`config.mk`:
```
export PLATFORM = sky130hd
export DESIGN_NAME = lcd_init_seq
export DESIGN_NICKNAME = d
export VERILOG_FILES = /design/src/rtl/lcd_init_pkg.sv /design/src/rtl/lcd_wait_timer.sv /design/src/rtl/lcd_cmd_rom.sv /design/src/rtl/lcd_init_seq.sv
export SDC_FILE = /design/constraint.sdc
export NUM_CORES = 1
export LEC_CHECK = 0
export ABC_AREA = 0
export BUFFER_PORTS_ARGS = -buffer_cell sky130_fd_sc_hd__buf_4
export CORE_MARGIN = 4
export CORE_UTILIZATION = 51
export DETAILED_ROUTE_END_ITERATION = 7
export PLACE_DENSITY = 0.76
export SLEW_MARGIN = 20
export SYNTH_ARGS = -nofsm -noshare
export SYNTH_HDL_FRONTEND = slang
export SYNTH_SLANG_ARGS = --single-unit
```
`constraint.sdc`:
```
create_clock -name clk -period 2.22 [get_ports clk]
set_input_delay 0.111 -clock clk [delete_from_list [all_inputs] [get_ports clk]]
set_output_delay 0.111 -clock clk [all_outputs]
set_load 0.01 [all_outputs]
```
`src/rtl/lcd_init_pkg.sv`:
```
package lcd_init_pkg;

    localparam int unsigned CMD_COUNT = 9;
    localparam int unsigned SEQ_W     = $clog2(CMD_COUNT);
    localparam int unsigned BYTE_W    = 8;
    localparam int unsigned BUSY_BIT  = BYTE_W - 1;

    typedef enum logic [2:0] {
        ST_BOOT,
        ST_POWERUP,
        ST_CMD_SEND,
        ST_CMD_SETTLE,
        ST_POLL_SEND,
        ST_POLL_WAIT,
        ST_IDLE,
        ST_USER_SEND
    } seq_state_t;

    // Power-up command bytes; the order is the behaviour.
    function automatic logic [BYTE_W-1:0] init_cmd(input logic [SEQ_W-1:0] k);
        logic [BYTE_W-1:0] b;
        case (k)
            4'd0:    b = 8'h39;  // 8-bit bus, two lines, extended table
            4'd1:    b = 8'h15;  // bias
            4'd2:    b = 8'h55;  // booster on, power
            4'd3:    b = 8'h6E;  // follower gain
            4'd4:    b = 8'h72;  // contrast low bits
            4'd5:    b = 8'h38;  // back to normal table
            4'd6:    b = 8'h0C;  // display on, cursor off, no blink
            4'd7:    b = 8'h01;  // clear
            4'd8:    b = 8'h06;  // forward increment
            default: b = 8'h00;
        endcase
        return b;
    endfunction

endpackage

```
`src/rtl/lcd_wait_timer.sv`:
```
module lcd_wait_timer #(
    parameter int unsigned WIDTH = 8
) (
    input  logic             clk,
    input  logic             rst_n,
    input  logic             load,
    input  logic [WIDTH-1:0] load_val,
    output logic             expired
);

    logic [WIDTH-1:0] cnt_q;

    always_ff @(posedge clk) begin
        if (!rst_n) begin
            cnt_q <= '0;
        end else if (load) begin
            cnt_q <= load_val;
        end else if (cnt_q != '0) begin
            cnt_q <= cnt_q - 1'b1;
        end
    end

    assign expired = (cnt_q == '0);

    AST_TMR_HOLD_ZERO: assert property (@(posedge clk) disable iff (!rst_n)
        (!load && expired) |=> expired);

endmodule

```
`src/rtl/lcd_cmd_rom.sv`:
```
module lcd_cmd_rom
    import lcd_init_pkg::*;
(
    input  logic [SEQ_W-1:0]  idx,
    output logic [BYTE_W-1:0] cmd_byte
);

    assign cmd_byte = init_cmd(idx);

endmodule

```
`src/rtl/lcd_init_seq.sv`:
```
module lcd_init_seq
    import lcd_init_pkg::*;
#(
    parameter int unsigned POWERUP_CYCLES  = 3_750_000,
    parameter int unsigned CMD_WAIT_CYCLES = 3_750
) (
    input  logic              clk,
    input  logic              rst_n,
    output logic              req_valid,
    output logic              req_write,
    output logic              req_rs,
    output logic [BYTE_W-1:0] req_data,
    input  logic              req_ready,
    input  logic              rsp_valid,
    input  logic [BYTE_W-1:0] rsp_data,
    output logic              init_done,
    output logic [SEQ_W-1:0]  seq_idx,
    output logic [BYTE_W-2:0] addr_cnt,
    input  logic              user_valid,
    input  logic              user_rs,
    input  logic [BYTE_W-1:0] user_data,
    output logic              user_ready
);

    localparam int unsigned MAX_WAIT = (POWERUP_CYCLES > CMD_WAIT_CYCLES) ?
                                       POWERUP_CYCLES : CMD_WAIT_CYCLES;
    localparam int unsigned TMR_W    = ($clog2(MAX_WAIT + 1) < 1) ? 1 : $clog2(MAX_WAIT + 1);
    localparam logic [SEQ_W-1:0] LAST_IDX = SEQ_W'(CMD_COUNT - 1);

    seq_state_t        state_q, state_d;
    logic [SEQ_W-1:0]  idx_q;
    logic              done_q;
    logic [BYTE_W-2:0] addr_q;
    logic              ub_rs_q;
    logic [BYTE_W-1:0] ub_data_q;

    logic              tmr_load;
    logic [TMR_W-1:0]  tmr_val;
    logic              tmr_expired;
    logic [BYTE_W-1:0] rom_byte;
    logic              stat_busy;

    assign stat_busy = rsp_data[BUSY_BIT];

    lcd_wait_timer #(.WIDTH(TMR_W)) u_timer (
        .clk      (clk),
        .rst_n    (rst_n),
        .load     (tmr_load),
        .load_val (tmr_val),
        .expired  (tmr_expired)
    );

    lcd_cmd_rom u_rom (
        .idx      (idx_q),
        .cmd_byte (rom_byte)
    );

    // State register
    always_ff @(posedge clk) begin
        if (!rst_n) state_q <= ST_BOOT;
        else        state_q <= state_d;
    end

    // Next-state logic
    always_comb begin
        state_d = state_q;
        unique case (state_q)
            ST_BOOT:       state_d = ST_POWERUP;
            ST_POWERUP:    if (tmr_expired) state_d = ST_CMD_SEND;
            ST_CMD_SEND:   if (req_ready) state_d = ST_CMD_SETTLE;
            ST_CMD_SETTLE: if (tmr_expired)
                               state_d = (idx_q == LAST_IDX) ? ST_POLL_SEND : ST_CMD_SEND;
            ST_POLL_SEND:  if (req_ready) state_d = ST_POLL_WAIT;
            ST_POLL_WAIT:  if (rsp_valid)
                               state_d = stat_busy ? ST_POLL_SEND : ST_IDLE;
            ST_IDLE:       if (user_valid) state_d = ST_USER_SEND;
            ST_USER_SEND:  if (req_ready) state_d = ST_POLL_SEND;
        endcase
    end

    // Data registers
    always_ff @(posedge clk) begin
        if (!rst_n) begin
            idx_q     <= '0;
            done_q    <= 1'b0;
            addr_q    <= '0;
            ub_rs_q   <= 1'b0;
            ub_data_q <= '0;
        end else begin
            if (state_q == ST_CMD_SETTLE && tmr_expired && idx_q != LAST_IDX)
                idx_q <= idx_q + 1'b1;
            if (state_q == ST_POLL_WAIT && rsp_valid) begin
                addr_q <= rsp_data[BYTE_W-2:0];
                if (!stat_busy) done_q <= 1'b1;
            end
            if (state_q == ST_IDLE && user_valid) begin
                ub_rs_q   <= user_rs;
                ub_data_q <= user_data;
            end
        end
    end

    // Outputs
    always_comb begin
        req_valid  = 1'b0;
        req_write  = 1'b1;
        req_rs     = 1'b0;
        req_data   = '0;
        user_ready = 1'b0;
        tmr_load   = 1'b0;
        tmr_val    = TMR_W'(CMD_WAIT_CYCLES);
        unique case (state_q)
            ST_BOOT: begin
                tmr_load = 1'b1;
                tmr_val  = TMR_W'(POWERUP_CYCLES);
            end
            ST_POWERUP, ST_CMD_SETTLE, ST_POLL_WAIT: ;
            ST_CMD_SEND: begin
                req_valid = 1'b1;
                req_data  = rom_byte;
                tmr_load  = req_ready;
            end
            ST_POLL_SEND: begin
                req_valid = 1'b1;
                req_write = 1'b0;
            end
            ST_IDLE: user_ready = 1'b1;
            ST_USER_SEND: begin
                req_valid = 1'b1;
                req_rs    = ub_rs_q;
                req_data  = ub_data_q;
            end
        endcase
    end

    assign init_done = done_q;
    assign seq_idx   = idx_q;
    assign addr_cnt  = addr_q;

    AST_CMD_RS_LOW: assert property (@(posedge clk) disable iff (!rst_n)
        (req_valid && !init_done) |-> !req_rs);
    AST_STATUS_RS_LOW: assert property (@(posedge clk) disable iff (!rst_n)
        (req_valid && !req_write) |-> !req_rs);
    AST_DONE_STICKY: assert property (@(posedge clk) disable iff (!rst_n)
        init_done |=> init_done);
    AST_DONE_ON_CLEAR: assert property (@(posedge clk) disable iff (!rst_n)
        $rose(init_done) |-> $past(rsp_valid && !rsp_data[BUSY_BIT]));
    AST_READY_AFTER_INIT: assert property (@(posedge clk) disable iff (!rst_n)
        user_ready |-> init_done);
    AST_PORT_EXCL: assert property (@(posedge clk) disable iff (!rst_n)
        !(user_ready && req_valid));
    AST_IDX_RANGE: assert property (@(posedge clk) disable iff (!rst_n)
        seq_idx <= LAST_IDX);
    AST_REQ_HOLD: assert property (@(posedge clk) disable iff (!rst_n)
        (req_valid && !req_ready) |=> (req_valid && $stable(req_write)
                                       && $stable(req_rs) && $stable(req_data)));

endmodule

```
==> run_results.csv <==
group,metric,value,unit
place,post-place-ws,-26.8,ps
route,num_vias,2608,
timing,slew_headroom,0.649,
grt,grt_pass1_wl,11.0,mm
place,postPlaceCellArea,0.00340,mm²
power_and_ir_drop,pwr-share-comb,0.249,
route,drtAntennaViolNets,0,
synth,synth_area,0.00281,mm²
grt,antenna_found_initial,0,
setup_path,start_kind,"flop",
timing,fin_crit,2210,ps
layout,finalNetCount,425,
setup_path,worstPathRequired,2460,ps
layout,num_antenna_cells,0,
clock_network,clkSlewWorstSetupHoldPaths,90,ps
clock_network,numCtsBuffers,5,
place,place_hpwl,4.82,mm
synth,yosysSeqAreaShare,0.377,
flow_run,cap_violations,0,
route,drcViolationCount,0,
grt,grt_pass1_vias,2484,
clock_network,postCtsHoldBufs,0,
layout,n_fill_cell,403,
layout,final_util,0.709,
die,ios,46,
route,vias_per_cell,5.58,
power_and_ir_drop,powerDensity,606,mW/mm²
clock_network,clock_path_buffers,2,
grt,grt_max_degree,39,
timing,tightest_slew,525,ps
clock_network,tritoncts,"yes",
setup_path,critical_path_class,"flop to flop",
layout,area_delta_synth_final,31.9,%
setup_path,cp_data_arrival_time,2440,ps
synth,synthArstFlopShare,0,
place,place_congestion,0.884,
setup_path,crit_path_max_fanout,8,
power_and_ir_drop,power,2.25,mW
die,initial_core_util,0.537,
timing,max_clock_freq,453,MHz
synth,synth_edf_count,0,
setup_path,crit_path_end_kind,"flop",
power_and_ir_drop,switching_share,0.292,
route,drt_iter0_drc,215,
route,wire_per_inst,14.5,µm
power_and_ir_drop,seq_power_share,0.469,
die,die_y,82.3,µm
timing,hold_slack,53.3,ps
synth,synth_cells,322,
layout,drive_above_1_share,0.345,
grt,grt_overflow,0,
synth,synth.distinct_cells,55,
power_and_ir_drop,switchingPower,658,µW
synth,yosysWarnings,0,
timing,finalHoldViolCount,0,
clock_network,clkLatencyLatePin,300,ps
run_status,status,"complete, no violations",
grt,grt_usage,0.209,
power_and_ir_drop,clkPwrFrac,0.282,
place,port_buffers,45,
layout,final_cell_area,0.00371,mm²
clock_network,ctsHtreeMaxLevel,2,
synth,syn_avg_cell_area,8.74,µm²
worst_hold_path,hold_class,"primary input to flop",
route,postRouteWirelength,6.75,mm
synth,syn_nets,351,
clock_network,root_buffer,"clkbuf_8",
die,die_x,82.3,µm
timing,skew,4.75,ps
die,core,0.00524,mm²
timing,rsz0062_at_grt,"yes",
timing,setup_violations,0,
timing,slew_viol_final,0,
power_and_ir_drop,vdd_ir_drop_max,309,µV
die,dieArea,0.00677,mm²
route,firstDrtPassIters,4,
synth,ys.flop_type,"dfxtp_1",
power_and_ir_drop,cellLeakagePower,1.55,nW
timing,finalWorstSetupSlack,13.7,ps
clock_network,clock_sinks,53,
synth,ys_ff_latch,53,
timing,period_share,0.994,
die,num_rows,26,
power_and_ir_drop,power.internal,1.59,mW
-- power by group through the flow --
stage / clock, mW / combinational (mW) / sequential, mW
2_1_floorplan: 0 / 0.349 / 1.07
3_3_place_gp: 0 / 0.508 / 1.07
3_5_place_dp: 0 / 0.517 / 1.07
4_1_cts: 0.654 / 0.528 / 1.05
5_1_grt: 0.695 / 0.619 / 1.06
6_report: 0.634 / 0.560 / 1.06
-- cells in the final DEF (no fill, tap or decap), types with 3 or more instances in the layout --
| cell | n |
|---|---|
| buf_4 | 77 |
| dfxtp_1 | 47 |
| nand2_1 | 40 |
| nor2_1 | 30 |
| a21oi_1 | 17 |
| mux2i_1 | 11 |
| nand3_1 | 10 |
| xor2_1 | 10 |
| a21boi_0 | 10 |
| inv_1 | 9 |
| a22oi_1 | 8 |
| nor2b_1 | 7 |
| xnor2_1 | 6 |
| clkbuf_8 | 6 |
| nor3_1 | 5 |
| nor4_4 | 5 |
| and4_1 | 5 |
| dfxtp_2 | 5 |
| nor4_2 | 4 |
| nand4_1 | 4 |
| a21boi_1 | 4 |
| o21ai_0 | 4 |
| nor4_1 | 4 |
| ha_1 | 4 |
| buf_6 | 4 |
| inv_2 | 3 |
| and2_1 | 3 |
| o211ai_1 | 3 |
| o21a_1 | 3 |
-- logic make-up (layout without fill, tap and decap cells) --
| kind of cell | count (synthesis) | after routing | synth area share |
|---|---|---|---|
| adders and majority gates | 7 | 7 | 0.0311 |
| AOI/OAI and AO/OA | 71 | 71 | 0.179 |
| muxes | 13 | 13 | 0.0467 |
| buffers and inverters | 26 | 101 | 0.0422 |
| and+or+nand+nor | 136 | 136 | 0.274 |
| DFF | 53 | 53 | 0.377 |
| xor gates and xnor gates | 16 | 16 | 0.0498 |
-- Yosys cell counts, drive strengths merged (5+ instances only) --
cell type | instances | area (µm²)
a21boi | 15 | 113
a21oi | 18 | 90.1
a22oi | 9 | 67.6
and4 | 5 | 43.8
clkbuf | 14 | 73.8
dfxtp | 53 | 1060
ha | 7 | 87.6
inv | 12 | 45.0
mux2i | 12 | 120
nand2 | 41 | 161
nand3 | 10 | 50.1
nand4 | 5 | 46.3
nor2 | 32 | 128
nor2b | 7 | 43.8
nor3 | 6 | 35.0
nor4 | 13 | 134
o21ai | 7 | 50.1
or3 | 5 | 37.5
xnor2 | 6 | 52.6
xor2 | 10 | 87.6
-- cell type report --
class                   instances  area, µm²  area share
well taps                      70       87.6      0.0236
multi-input cells             243       1770       0.477
inverters                      12       45.0      0.0121
clock inverters                 1       7.51     0.00202
repair buffers                 81        623       0.168
clock buffers                   7        108      0.0290
flip-flops and latches         53       1070       0.289
-- timing repair --
item,in CTS,in global routing
pin swaps,11,12
setup buffers,4,5
hold endpoints to repair,0,0
endpoints found under the setup margin,4,10
resized for setup,9,22
-- final timing paths --
kind	startpoint	to	slack, ps	cells past startpoint
max	seq_idx[0]	u_rom.cmd_byte[4]	10	8
min	user_data[3]	ub_data_q[3]	50	3
max reg2reg	seq_idx[0]	u_rom.cmd_byte[4]	10	8
min reg2reg	ub_data_q[2]	ub_data_q[2]	470	2
-- flip-flops by register name, indices dropped and copies added (netlist names) --
name / count
addr_cnt: 7
init_done: 1
seq_idx: 4
state_q: 3
u_rom.cmd_byte: 7
u_timer.cnt_q: 22
ub_data_q: 8
ub_rs_q: 1
-- per-stage QoR --
| step | setup TNS [ps] | std cells |
|---|---|---|
| 4_1_cts | 0 | 462 |
| 6_report | 0 | 467 |
| 5_1_grt | -467 | 467 |
| 2_1_floorplan | 0 | 322 |
| 3_5_place_dp | -53.4 | 450 |
| 3_3_place_gp | 0 | 450 |
-- metal layers --
| metal | wire [µm] | vias to the layer above | track usage |
|---|---|---|---|
| met3 | 273 | 12 | 0.0466 |
| li1 | - | 1304 | - |
| met5 | 0 | - | 0 |
| met1 | 2940 | 1245 | 0.270 |
| met2 | 3420 | 47 | 0.347 |
| met4 | 115 | 0 | 0.0631 |
-- worst max-delay path: stages, from the launching register on --
cell	delay (ps)
dfxtp_4	350
inv_2	40
ha_2	160
and3b_2	220
or4b_4	500
o31a_1	310
o21ai_4	270
o21bai_1	150
a21oi_1	140
Note: power is estimated with default switching activity, not from simulation.
